$ cat src/rtl/rf_seq_pkg.sv
package rf_seq_pkg;
   typedef enum logic {
      SEQ_IDLE = 1'b0,
      SEQ_RUN  = 1'b1
   } seq_state_e;

   function automatic int safe_log2(input int n);
      return (n > 1) ? $clog2(n) : 1;
   endfunction
endpackage

$ cat src/rtl/rf_clear_seq.sv
module rf_clear_seq
   import rf_seq_pkg::*;
#(
   parameter int STEPS  = 16,
   parameter int STEP_W = safe_log2(STEPS)
) (
   input  logic              clk,
   input  logic              rst_n,
   input  logic              start,
   output logic              busy,
   output logic [STEP_W-1:0] step
);
   localparam logic [STEP_W-1:0] LAST = STEP_W'(STEPS - 1);

   seq_state_e state;

   always_ff @(posedge clk or negedge rst_n) begin
      if (!rst_n) begin
         state <= SEQ_IDLE;
         step  <= '0;
      end else begin
         case (state)
            SEQ_IDLE: begin
               if (start) begin
                  state <= SEQ_RUN;
                  step  <= '0;
               end
            end
            default: begin
               if (step == LAST) begin
                  state <= SEQ_IDLE;
                  step  <= '0;
               end else begin
                  step <= step + 1'b1;
               end
            end
         endcase
      end
   end

   assign busy = (state == SEQ_RUN);

   assert_start_R4: assert property (@(posedge clk) disable iff (!rst_n)
      (!busy && start) |=> (busy && step == '0));

   assert_end_R4: assert property (@(posedge clk) disable iff (!rst_n)
      (busy && step == LAST) |=> !busy);

   assert_no_restart_R9: assert property (@(posedge clk) disable iff (!rst_n)
      (busy && step != LAST) |=> (busy && step == STEP_W'($past(step) + 1'b1)));
endmodule

$ cat src/rtl/rf_column_bank.sv
module rf_column_bank #(
   parameter int ROWS     = 32,
   parameter int WIDTH    = 16,
   parameter int CLR_ROWS = 2,
   parameter int ROW_W    = (ROWS > 1) ? $clog2(ROWS) : 1
) (
   input  logic             clk,
   input  logic             rst_n,
   input  logic             wr_en,
   input  logic [ROW_W-1:0] wr_row,
   input  logic [WIDTH-1:0] wr_data,
   input  logic             clr_en,
   input  logic [ROW_W-1:0] clr_base,
   input  logic [ROW_W-1:0] rd_row,
   output logic [WIDTH-1:0] rd_data
);
   logic [WIDTH-1:0] cells [ROWS];

   always_ff @(posedge clk) begin
      if (clr_en) begin
         for (int r = 0; r < CLR_ROWS; r++) begin
            cells[clr_base + ROW_W'(r)] <= '0;
         end
      end else if (wr_en) begin
         cells[wr_row] <= wr_data;
      end
   end

   assign rd_data = cells[rd_row];

   assert_row_cleared_R5: assert property (@(posedge clk) disable iff (!rst_n)
      clr_en |=> (cells[$past(clr_base)] == '0));

   assert_row_written_R1: assert property (@(posedge clk) disable iff (!rst_n)
      (wr_en && !clr_en) |=> (cells[$past(wr_row)] == $past(wr_data)));

   assert_hold_R6: assert property (@(posedge clk) disable iff (!rst_n)
      (!wr_en && !clr_en) |=> (cells[$past(rd_row)] == $past(rd_data)));
endmodule

$ cat src/rtl/rf_addr_match.sv
module rf_addr_match #(
   parameter int AW     = 6,
   parameter int WIDTH  = 16,
   parameter bit BYPASS = 1'b1
) (
   input  logic             wr_ok,
   input  logic [AW-1:0]    waddr,
   input  logic [AW-1:0]    raddr,
   input  logic [WIDTH-1:0] wdata,
   input  logic [WIDTH-1:0] array_q,
   output logic [WIDTH-1:0] rd_q
);
   generate
      if (BYPASS) begin : g_fwd
         logic hit;
         assign hit  = wr_ok && (waddr == raddr);
         assign rd_q = hit ? wdata : array_q;
      end else begin : g_plain
         assign rd_q = array_q;
      end
   endgenerate
endmodule

$ cat src/rtl/dualport_rf_seqclr.sv
module dualport_rf_seqclr
   import rf_seq_pkg::*;
#(
   parameter int WORDS     = 64,
   parameter int WIDTH     = 16,
   parameter int CLR_STEPS = 16,
   parameter bit RD_BYPASS = 1'b1,
   parameter int AW        = $clog2(WORDS)
) (
   input  logic             clk,
   input  logic             rst_n,
   input  logic             clr_start,
   output logic             busy,
   input  logic             we,
   input  logic [AW-1:0]    waddr,
   input  logic [WIDTH-1:0] wdata,
   input  logic [AW-1:0]    raddr,
   output logic [WIDTH-1:0] rdata
);
   localparam int ROWS     = WORDS / 2;
   localparam int ROW_W    = AW - 1;
   localparam int CLR_ROWS = ROWS / CLR_STEPS;
   localparam int STEP_W   = safe_log2(CLR_STEPS);

   generate
      if (WORDS < 4 || (WORDS & (WORDS - 1)) != 0) begin : g_bad_words
         $error("WORDS must be a power of two, at least 4");
      end
      if (CLR_STEPS < 1 || (ROWS % CLR_STEPS) != 0) begin : g_bad_steps
         $error("CLR_STEPS must divide WORDS/2");
      end
      if (WIDTH < 1) begin : g_bad_width
         $error("WIDTH must be positive");
      end
   endgenerate

   logic              wr_ok;
   logic [STEP_W-1:0] step;
   logic [ROW_W-1:0]  clr_base;
   logic [WIDTH-1:0]  bank_q [2];
   logic [WIDTH-1:0]  array_q;

   rf_clear_seq #(
      .STEPS  (CLR_STEPS),
      .STEP_W (STEP_W)
   ) u_seq (
      .clk   (clk),
      .rst_n (rst_n),
      .start (clr_start),
      .busy  (busy),
      .step  (step)
   );

   assign wr_ok    = we && !busy;
   assign clr_base = ROW_W'(int'(step) * CLR_ROWS);

   // bank 1 = left column (address bit 0 high), bank 0 = right column
   generate
      for (genvar b = 0; b < 2; b++) begin : g_bank
         logic bank_we;
         assign bank_we = wr_ok && (waddr[0] == 1'(b));
         rf_column_bank #(
            .ROWS     (ROWS),
            .WIDTH    (WIDTH),
            .CLR_ROWS (CLR_ROWS),
            .ROW_W    (ROW_W)
         ) u_bank (
            .clk      (clk),
            .rst_n    (rst_n),
            .wr_en    (bank_we),
            .wr_row   (waddr[AW-1:1]),
            .wr_data  (wdata),
            .clr_en   (busy),
            .clr_base (clr_base),
            .rd_row   (raddr[AW-1:1]),
            .rd_data  (bank_q[b])
         );
      end
   endgenerate

   assign array_q = raddr[0] ? bank_q[1] : bank_q[0];

   rf_addr_match #(
      .AW     (AW),
      .WIDTH  (WIDTH),
      .BYPASS (RD_BYPASS)
   ) u_match (
      .wr_ok   (wr_ok),
      .waddr   (waddr),
      .raddr   (raddr),
      .wdata   (wdata),
      .array_q (array_q),
      .rd_q    (rdata)
   );

   generate
      if (RD_BYPASS) begin : g_chk_fwd
         assert_same_word_R3: assert property (@(posedge clk) disable iff (!rst_n)
            (we && !busy && waddr == raddr) |-> (rdata == wdata));
      end
   endgenerate

   assert_write_visible_R1: assert property (@(posedge clk) disable iff (!rst_n)
      (we && !busy) |=> ((raddr != $past(waddr)) || (we && !busy && waddr == raddr)
                         || (rdata == $past(wdata))));

   assert_busy_blocks_R6: assert property (@(posedge clk) disable iff (!rst_n)
      (busy && we && !$past(busy)) |=> busy);
endmodule

$ cat config.mk
export PLATFORM = sky130hd
export DESIGN_NAME = dualport_rf_seqclr
export DESIGN_NICKNAME = d
export VERILOG_FILES = /design/src/rtl/rf_seq_pkg.sv /design/src/rtl/rf_clear_seq.sv /design/src/rtl/rf_column_bank.sv /design/src/rtl/rf_addr_match.sv /design/src/rtl/dualport_rf_seqclr.sv
export SDC_FILE = /design/constraint.sdc
export NUM_CORES = 1
export LEC_CHECK = 0
export ABC_AREA = 1
export ABC_CLOCK_PERIOD_IN_PS = 3110
export BUFFER_PORTS_ARGS = -buffer_cell sky130_fd_sc_hd__buf_4
export CORE_ASPECT_RATIO = 1.75
export CORE_MARGIN = 8
export CORE_UTILIZATION = 35
export DETAILED_ROUTE_END_ITERATION = 6
export PLACE_DENSITY = 0.51
export SKIP_CTS_REPAIR_TIMING = 1
export SLEW_MARGIN = 20
export SYNTH_ARGS = -nofsm -noshare
export SYNTH_HDL_FRONTEND = slang
export SYNTH_HIERARCHICAL = 1
export SYNTH_SLANG_ARGS = --single-unit
export TNS_END_PERCENT = 50
$ cat constraint.sdc
create_clock -name clk -period 3.11 [get_ports clk]
set_input_delay 0.1555 -clock clk [delete_from_list [all_inputs] [get_ports clk]]
set_output_delay 0.1555 -clock clk [all_outputs]
set_load 0.02 [all_outputs]
## Word-level counts from Yosys, hierarchy flattened

Memories as Yosys holds them, arrays and structs flattened.
Index checks and enable logic that the tools add are counted.

| storage, ports and cells | value |
|---|---|
| ROM bits | 0 |
| memories | 2 |
| latch bits | 0 |
| bits in writable memories | 1024 |
| output and inout port bits | 17 |
| input bits | 32 |
| flip-flop bits (word level) | 5 |

| operators by class | value |
|---|---|
| shifts and indexed selects | 0 |
| $lt $le $gt $ge | 0 |
| bitwise operators | 1 |
| multipliers | 0 |
| mux-type cells | 22 |
| divide/modulo/power cells | 0 |
| equal/unequal tests | 2 |
| reductions and logical operators | 8 |
| add/subtract/negate cells | 2 |

Memory list:

| name | words | width | rd ports | clocked after memory_dff | write ports | line | RTL |
|---|---|---|---|---|---|---|---|
| g_bank[0].u_bank.cells | 32 | 16 | 1 | 0 | 2 | rf_column_bank.sv:17 | `logic [WIDTH-1:0] cells [ROWS];` |
| g_bank[1].u_bank.cells | 32 | 16 | 1 | 0 | 2 | rf_column_bank.sv:17 |  |

Operators with widths:

| cell | number |
|---|---|
| $mux W16 | 4 |
| $reduce_or A16 Y1 | 2 |
| $mux W1 | 13 |
| $mux W4 | 3 |
| $mux W5 | 2 |
| $eq A6 B6 Y1 | 1 |
| $add A5 B1 Y5 const B | 1 |
| $add A4 B1 Y4 const B | 1 |
| $eq A4 B4 Y1 const B | 1 |
| $logic_and A1 B1 Y1 | 4 |
| $reduce_bool A2 Y1 | 1 |
| $logic_not A1 Y1 | 1 |
| $not A1 Y1 | 1 |

## Longest topological paths before layout

Gate-level depths: netlist of run 1.

| depth | value |
|---|---|
| word-level depth | 8 |
| depth in mapped cells | 17 |
| depth with buffers taken out | 14 |

## Modules after synthesis

The synthesis of run 1 kept the hierarchy.

Modules (own cells, without submodules):

| module | times used | area each (sq um) | cells an instance | seq. area each (sq um) |
|---|---|---|---|---|
| rf_column_bank | 2 | 25101.6 | 3941 | 10249.8 |
| rf_addr_match | 1 | 636.9 | 120 | 0.0 |
| dualport_rf_seqclr | 1 | 270.3 | 59 | 0.0 |
| rf_clear_seq | 1 | 240.2 | 27 | 125.1 |

## Worst setup path before layout of run 1

Ideal clock, no wire load.

| timing | value |
|---|---|
| path type | register to register |
| start | register u_seq.state, in the netlist u_seq/busy |
| end | memory g_bank[0].u_bank.cells[10][10] |
| arrival time | 2.131 ns |
| path slack | 0.866 ns |
| data required time | 2.997 ns |
| cell stages (with the launch flop) | 13 |
| buffers on the path | 2 |
| path through | dfrtp_1 inv_1 nand2_1 nor2_1 nand2_2 buf_4 nand2_1 nand2_2 nor2_4 clkbuf_1 nand3_1 nand2_1 nor2_1 |

RTL lines:

| what | line | RTL |
|---|---|---|
| from (decl) | rf_clear_seq.sv:15 | `seq_state_e state;` |
| from (signal assigned) | rf_clear_seq.sv:19 | `state <= SEQ_IDLE;` |
| from (signal assigned) | rf_clear_seq.sv:25 | `state <= SEQ_RUN;` |
| from (signal assigned) | rf_clear_seq.sv:31 | `state <= SEQ_IDLE;` |
| to (decl) | rf_column_bank.sv:17 |  |

==> results of run 1 <==
metrics by stage:
stage	hold slack (ns)	cells	utilization (%)
after floorplan	-0.1401	8097	-
after detailed placement	-0.02492	9668	36.81
after CTS	-0.8282	9866	39.29
final	0.09994	9872	39.32
after global placement	-0.02268	9668	36.81
after global routing	0.1069	9872	39.32
flip-flops by register name, indices dropped and copies added, names as in the netlist:
name                 count
g_bank.u_bank/cells   1024
u_seq/busy               1
u_seq/step               4
critical path: stages, from the launching register on:
cell and delay (ns):
sky130_fd_sc_hd__dfxtp_1 0.33, sky130_fd_sc_hd__nand2_1 0.07, sky130_fd_sc_hd__nand3_1 0.09, sky130_fd_sc_hd__nand3_1 0.11, sky130_fd_sc_hd__nand2_1 0.16, sky130_fd_sc_hd__nand2_1 0.12
sky130_fd_sc_hd__nand2_1 0.17, sky130_fd_sc_hd__nand2_1 0.09, sky130_fd_sc_hd__nand2_1 0.10, sky130_fd_sc_hd__nand2_1 0.20, sky130_fd_sc_hd__nand2_1 0.22, sky130_fd_sc_hd__inv_1 0.05
sky130_fd_sc_hd__o21bai_1 0.15, sky130_fd_sc_hd__nand2_1 0.08, sky130_fd_sc_hd__buf_4 0.14
synthesized netlist by cell type (26+ instances only):
master / count
sky130_fd_sc_hd__a21oi_1: 514
sky130_fd_sc_hd__buf_2: 214
sky130_fd_sc_hd__buf_4: 92
sky130_fd_sc_hd__clkbuf_1: 296
sky130_fd_sc_hd__dfxtp_1: 1024
sky130_fd_sc_hd__inv_1: 133
sky130_fd_sc_hd__inv_2: 40
sky130_fd_sc_hd__nand2_1: 2741
sky130_fd_sc_hd__nand2_2: 36
sky130_fd_sc_hd__nand3_1: 1790
sky130_fd_sc_hd__nor2_1: 1050
sky130_fd_sc_hd__nor2_4: 26
power groups by stage:
| stage | combinational [uW] | sequential [uW] | clock, uW |
|---|---|---|---|
| 4_1_cts | 15100 | 18100 | 13800 |
| 2_1_floorplan | 10800 | 18000 | 0 |
| 6_report | 15400 | 18200 | 13600 |
| 3_3_place_gp | 14900 | 18300 | 0 |
| 3_5_place_dp | 15100 | 18400 | 0 |
| 5_1_grt | 17000 | 18500 | 14300 |
worst paths after layout:
kind,start,end,slack (ns),cells after the start
min in group asynchronous,rst_n,u_seq/step[1],0.53,3
max reg2reg,u_seq/busy,g_bank[1].u_bank/cells[0][5],0.26,11
min reg2reg,g_bank[1].u_bank/cells[3][12],g_bank[1].u_bank/cells[3][12],0.46,2
min,wdata[11],g_bank[0].u_bank/cells[20][11],0.1,6
max in group asynchronous,rst_n,u_seq/busy,2.32,3
max,g_bank[1].u_bank/cells[30][3],rdata[3],0.14,14
metal layers:
layer	GRT usage [%]	wire, um	up-vias
li1	-	-	25670
met1	28.32	80470	25140
met2	46.85	108100	1906
met3	3.046	11110	600
met4	20.11	18530	0
met5	0	0	-
area by class of cell:
type                       instances  share of cell area, %
inverter                         178                  1.206
multi-input combinational       6249                  46.90
tap                             1880                  4.093
sequential                      1029                  35.89
clock inverter                    46                 0.9296
antenna                            2               0.008709
clock buffer                     152                  5.384
timing repair buffer             336                  5.587
cell usage in the layout, fill, tap and decap left out, types with 3 or more instances in the layout:
master / n
sky130_fd_sc_hd__inv_1: 129
sky130_fd_sc_hd__o21ai_2: 3
sky130_fd_sc_hd__buf_12: 53
sky130_fd_sc_hd__nand3_1: 1790
sky130_fd_sc_hd__clkinvlp_4: 6
sky130_fd_sc_hd__dfxtp_1: 1024
sky130_fd_sc_hd__nor3_2: 4
sky130_fd_sc_hd__nand2_1: 2740
sky130_fd_sc_hd__clkbuf_8: 29
sky130_fd_sc_hd__clkbuf_1: 18
sky130_fd_sc_hd__clkinv_4: 3
sky130_fd_sc_hd__nor2_2: 16
sky130_fd_sc_hd__dfrtp_1: 5
sky130_fd_sc_hd__nor2_1: 1050
sky130_fd_sc_hd__clkinv_2: 21
sky130_fd_sc_hd__nand4_1: 25
sky130_fd_sc_hd__dlygate4sd3_1: 4
sky130_fd_sc_hd__nand2_2: 37
sky130_fd_sc_hd__a21oi_1: 514
sky130_fd_sc_hd__inv_2: 40
sky130_fd_sc_hd__o21bai_2: 10
sky130_fd_sc_hd__clkinv_1: 4
sky130_fd_sc_hd__o21bai_1: 6
sky130_fd_sc_hd__bufinv_16: 9
sky130_fd_sc_hd__buf_4: 277
sky130_fd_sc_hd__inv_6: 5
sky130_fd_sc_hd__conb_1: 10
sky130_fd_sc_hd__nor2_4: 26
sky130_fd_sc_hd__clkbuf_16: 105
sky130_fd_sc_hd__o21ai_0: 3
cells by family after synthesis:
logic type	Yosys count
flip-flops	1029
AND/OR/NAND/NOR	5698
other	1
buffers and inverters	819
AO/OA/AOI/OAI	540
adder cells (fa/ha/maj)	1
==> results.md, run 1 <==
Synthesis:
- The sequential-to-total area share from yosys stat is 40.16%.
- In the post-synthesis netlist, the biggest area contributors are sky130_fd_sc_hd__dfxtp_1 40%, sky130_fd_sc_hd__nand2_1 20%, sky130_fd_sc_hd__nand3_1 17%.
- Synthesis handed over a netlist of 8088 instances.
- The synthesized netlist devotes 46.90% of its cell area to simple gates.
- Dividing the synthesized area by the synthesized cell count gives 6.349 um^2.
- sky130_fd_sc_hd__dfxtp_1 takes more of the synthesized area than any other cell.
- The post-synthesis mux area share is 0%.
- Counting flops with an async set or reset pin after synthesis yields a share of 0.4859%.
- During synthesis, Yosys emitted a total of 6 warnings.
- The area share of the leading cell type in the synthesized netlist is 39.92%.
- The cell area that synthesis handed to floorplanning was 51350 um^2.
- Summing the areas of all xor and xnor instances in the mapped netlist gives 0% of the synthesized area.
- The share of synthesized cell area in full adder, half adder and majority cells is 0.02437%.
- The dominant combinational cell family by area after synthesis is simple AND/OR/NAND/NOR gates.
- The synthesized netlist devotes 5.487% of its cell area to compound gates.
- The synthesized design contains 1029 register bits.
- The count of cell types in the netlist is 36.
- The count of flip-flops with a built-in enable after synthesis is 0.
- In the synthesized netlist the dominant register cell turns out to be sky130_fd_sc_hd__dfxtp_1.

Cells and area:
- The number of nets in the layout is 7931.
- From synthesis to final layout, the design area changed by 11.92%.
- After routing the design area is 57470 um^2.
- The sequential cells in the finished layout cover a total of 20620 um^2.
- The fraction of layout instances using a drive strength above 1 is 8.273%.
- The fill cell total of the finished layout is 15900.
- The multi-input logic area is 26960 um^2.

Timing:
- The tightest slew margin relative to the limit is -20.57%.
- The count of final setup violators is 0.
- In the post-route analysis, the smallest setup slack over all paths is 0.1362 ns.
- The top achievable clock speed is 336.3 MHz.
- For the final database, setup skew stands at 0.03344 ns.
- The count of endpoints failing hold in the final timing report is 0.
- Setup repair after global routing left no endpoint under its margin.
- In the finished design, the share of the clock period the worst path needs comes to 95.62%.
- The final period demand of the worst path is 2.974 ns.
- The aggregate negative setup slack is 0 ns.
- For the pin with the worst max-slew slack, the measured transition is 1.802 ns.
- The final-report max-slew violation count is 154.

Power and ir drop:
- The clock network fraction of design power is 28.8%.
- The share of total power dissipated in sequential elements is 38.5%.
- The largest voltage drop on the vdd net is 0.4725 mV.
- The static leakage is 0.02604 uW.
- The internal cell power is 28760 uW.
- The design draws 47170 uW.
- In this run the power density over the cells is 820.7 nW/um^2.
- In this run switching power makes up 39.02% of total power.
- The combinational share of power is 32.7%.
- The net load switching power is 18400 uW.

Placement:
- The placed instance area is 53790 um^2.
- The HPWL after detailed placement is 148100 um.
- The worst setup slack before clock tree synthesis is 0.3261 ns.
- The weighted congestion at the end of routability-driven global placement is 0.9507.
- The number of I/O port buffers is 48.

Run status:
- The run finished, with violations left.
- The checks that failed: max-slew violations.

CTS:
- The cell chosen for the clock root is sky130_fd_sc_hd__clkbuf_16.
- At the later pin of the worst-skew pair, clock insertion delay measures 0.75 ns.
- In this run, CTS created clock tree buffers numbering 104.
- The clock drives 1029 sinks.
- Clock-pin slew was measured on the worst setup and hold paths at 0.07 ns.
- The maximum number of buffers from clock root to sink is 3.
- The H-tree was split into 3 levels.
- The clock tree from TritonCTS is done.

Global route:
- The total overflow left after global routing is 0.
- The wire length of the first global-routing pass is 325100 um.
- The overall routing resource usage is 26.29%.
- The initial antenna violation count came to 2.
- The pin count of the biggest net entering global routing is 94.
- The number of global-route vias before repair came to 51510.

Critical path:
- The required time at the worst-slack endpoint is 2.95 ns.
- The kind of critical path is reg2out.
- The highest fanout seen on the critical path is 2.
- STA classifies the critical path startpoint as a flop.
- The arrival time of the worst setup path is 2.82 ns.
- STA classifies the critical path endpoint as an output pin.

Floorplanning:
- The die width is 305.5 um.
- The vertical die dimension is 522.7 um.
- The initial standard-cell utilization of the core is 35.14%.
- The number of top-level pins is 49.
- The core region is 146200 um^2.
- The die covers 159700 um^2.
- The row count is 186.

Worst hold path:
- The class of the tightest hold or removal check is in2reg.

Route:
- After detailed routing, the number of vias per cell comes to 5.400.
- In the routed design, unresolved DRC markers number 0.
- The total detailed-routing wirelength is 218200 um.
- The count of antenna-violating nets left after detailed routing is 0.
- The average detailed-routed wire length per instance is 22.11 um.
- After the first detailed-routing iteration, the DRC count stood at 4383.
- The length of the first detailed-routing pass in iterations is 6.
- The detailed router placed 53310 vias in this run.

Flow run:
- Across the run, the number of max-cap violations was 0.
No activity file was read; power rests on OpenSTA's default activity.
==> run 2, diff against run 1 <==
--- a/config.mk
+++ b/config.mk
@@ -6,7 +6,7 @@
 export NUM_CORES = 1
 export LEC_CHECK = 0
 export ABC_AREA = 1
-export ABC_CLOCK_PERIOD_IN_PS = 3110
+export ABC_CLOCK_PERIOD_IN_PS = 3790
 export BUFFER_PORTS_ARGS = -buffer_cell sky130_fd_sc_hd__buf_4
 export CORE_ASPECT_RATIO = 1.75
 export CORE_MARGIN = 8
==> constraint.sdc (replaced) <==
create_clock -name clk -period 3.79 [get_ports clk]
set_input_delay 0.1895 -clock clk [delete_from_list [all_inputs] [get_ports clk]]
set_output_delay 0.1895 -clock clk [all_outputs]
set_load 0.02 [all_outputs]
==> run 2 against run 1 <==
Net effect:
- the flow still finishes with violations (max-slew violations)
- global-route usage is 0.58 points lower
- sequential share of layout area is 0.74 points higher
- flip-flop and latch count stayed put
- design area decreased by 2.0%
- critical path type is now reg2reg
- largest power group unchanged
==> results.md, run 2 (synthesis gave the netlist of run 1 again) <==
Run status:
- The flow ran to the end, but the final reports show violations.
- The final reports fail on max-slew violations.

Power and ir drop:
- The proportion of power drawn by flip-flops and latches is 39.3%.
- Per report_power, the clock group accounts for 28.1% of the total.
- Dividing total power by cell area gives a power density of 672.6 nW/um^2.
- Net switching is 39.32% of the power.
- The static leakage is 0.02536 uW.
- The combinational share of power is 32.6%.
- The largest voltage drop on the vdd net is 0.3566 mV.
- Summed over all nets, the switching power comes to 14890 uW.
- Internal power comes to 22980 uW.

Flow run:
- The number of max-cap violations is 0.

Floorplanning:
- The area inside the core boundary is 146200 um^2.
- Once the floorplan was initialized, standard cells occupied 35.14% of the core.
- In this run the core area contains 186 standard-cell rows.
- In this run the horizontal extent of the chip is 305.5 um.
- The floorplan step defined a die boundary enclosing 159700 um^2.
- The vertical die dimension is 522.7 um.
- The number of top-level pins is 49.

Route:
- The count of unresolved DRC violations after routing is 0.
- The overall via count from detail_route is 52820.
- The length of the first detailed-routing pass in iterations is 6.
- Dividing the detail-routed wire length by the instance count gives 21.92 um.
- The routed design has 213900 um of wire.
- After detailed routing, the number of vias per cell comes to 5.413.
- The count of nets left with antenna violations once routing finished came out at 0.
- The first routing iteration left 4276 violations.

Global route:
- The overall routing resource usage is 25.70%.
- The pin count of the biggest net entering global routing is 131.
- The wire length of the first global-routing pass is 319000 um.
- The number of global-route vias before repair is 50200.
- The overall overflow remaining after global route is 0.
- The initial antenna violation count is 3.

Critical path:
- The worst setup path is launched from a flop.
- The highest fanout seen on the critical path is 16.
- Counting cells, the worst reg-to-reg path comes to 11.
- At the worst endpoint, the required time is 4.39 ns.
- Traced cell by cell, the critical path runs through inv_1 > nand2_1 > nor2_1 > nand2_2 > nand2_1 > nand3_1 > nor2_4 > buf_4 > nand2_1 > nand2_1 > a21oi_1.
- The stage delay of the slowest cell on the critical path is 0.53 ns.
- For the worst setup path, the data arrival time is 3.82 ns.
- The worst setup path is captured at a flop.
- The kind of critical path is reg2reg.
- The cell type of the slowest stage on the worst timing path is sky130_fd_sc_hd__dfrtp_1.
- The cell repeated most along the worst path is sky130_fd_sc_hd__nand2_1.

Worst hold path:
- The class of the tightest hold or removal check is in2reg.
- The number of cells traversed by the worst hold path is 6.

CTS:
- In this run, CTS created clock tree buffers numbering 105.
- The H-tree generated during clock tree synthesis spans 3 levels.
- The clock latency on the worst-skew pair is 0.74 ns.
- For this design, the sink count on the clock tree is 1029.
- In this run the deepest clock path goes through 3 buffers.
- The cell sitting at the root of the clock tree is a sky130_fd_sc_hd__clkbuf_16.
- The clock tree from TritonCTS is done.
- The CTS clock-pin slew for the worst setup and hold paths is 0.07 ns.

Timing:
- The top achievable clock speed is 310.5 MHz.
- The actual transition at the worst max-transition pin is 1.710 ns.
- The tightest slew margin relative to the limit is -14.39%.
- Setup repair after global routing left no endpoint under its margin.
- The smallest clock period supported by the final layout is computed as 3.220 ns.
- The final-report max-slew violation count is 120.
- Setup total negative slack on the finished layout was measured at 0 ns.
- The final clock skew is 0.03798 ns.
- The worst path uses 84.96% of the clock period.
- The count of endpoints failing hold in the final timing report is 0.
- Setup violations remaining at the end of the flow were counted as 0.

Cells and area:
- The fraction of layout instances using a drive strength above 1 is 6.783%.
- Leaving out fill and tap cells, the most frequent cell in the layout is sky130_fd_sc_hd__nand2_1.
- The post-layout instance count excluding filler cells is 9757.
- The register with the most flip-flops in the layout has 1024 of them.
- The multi-input logic area is 26950 um^2.
- Registers take 20620 um^2.
- The final core area utilization is 38.53%.
- The largest register by flop count is g_bank.u_bank/cells.
- The filler cells instantiated in the layout total 15900.
- The number of nets in the layout is 7828.
- In the layout the commonest cells are 2741 x sky130_fd_sc_hd__nand2_1, 1790 x sky130_fd_sc_hd__nand3_1, 1050 x sky130_fd_sc_hd__nor2_1.
- The growth of design area from synthesis to finish is 9.668%.

Placement:
- The number of I/O port buffers is 48.
- The weighted congestion at the end of routability-driven global placement is 0.9475.
- In this run, placement finished with an instance count of 9564.
- The HPWL after detailed placement is 141000 um.
run 2: critical path, delay by kind of cell, from the launching register on:
family | cells | cell delay, ns
AOI/OAI and AO/OA | 1 | 0.08
DFF | 1 | 0.53
and+or+nand+nor | 8 | 2.02
buffers and inverters | 2 | 0.42
run 2: metrics by stage:
stage	power, uW	worst slack (ns)	instance area (um^2)	hold slack [ns]
2_1_floorplan	23610	1.546	51380	-0.1061
3_3_place_gp	26890	0.7301	52840	0.003772
3_5_place_dp	27090	0.6449	52840	0.006560
4_1_cts	37770	0.6123	56270	-0.7960
5_1_grt	40060	0.3623	56310	0.1463
6_report	37880	0.5699	56320	0.1496
run 2: worst paths after layout:
| kind | from | slack, ns | end |
|---|---|---|---|
| worst max-delay path | u_seq/busy | 0.57 | g_bank[1].u_bank/cells[4][9] |
| worst min-delay path | wdata[0] | 0.15 | g_bank[1].u_bank/cells[11][0] |
| worst max register to register | u_seq/busy | 0.57 | g_bank[1].u_bank/cells[4][9] |
| worst min register to register | g_bank[1].u_bank/cells[22][6] | 0.46 | g_bank[1].u_bank/cells[22][6] |
| max in group asynchronous | rst_n | 3.06 | u_seq/step[2] |
| min in group asynchronous | rst_n | 0.52 | u_seq/busy |
run 2: metal layers:
layer / routed length [um] / vias to the layer above / global-route usage [%] / part of all wire (%)
met5: 0 / - / 0 / 0
met4: 17090 / 0 / 18.60 / 8.0
met3: 11490 / 524 / 3.127 / 5.4
met2: 106500 / 1909 / 45.99 / 50
met1: 78860 / 24940 / 27.87 / 37
li1: - / 25450 / - / -
run 2: layout make-up:
type                            instances  share of cell area (%)
Sequential cell                      1029                   36.62
Tap cell                             1880                   4.177
Clock inverter                         27                  0.5843
Antenna cell                            4                 0.01777
Timing Repair Buffer                  232                   4.004
Inverter                              178                   1.231
Clock buffer                          158                   5.501
Multi-Input combinational cell       6249                   47.86
run 2: power by group through the flow:
stage | registers (uW) | clock network (uW) | logic (uW)
6_report | 14900 | 10700 | 12300
5_1_grt | 15200 | 11300 | 13600
4_1_cts | 14900 | 10900 | 12000
3_5_place_dp | 15100 | 0 | 12000
3_3_place_gp | 15000 | 0 | 11800
2_1_floorplan | 14700 | 0 | 8860
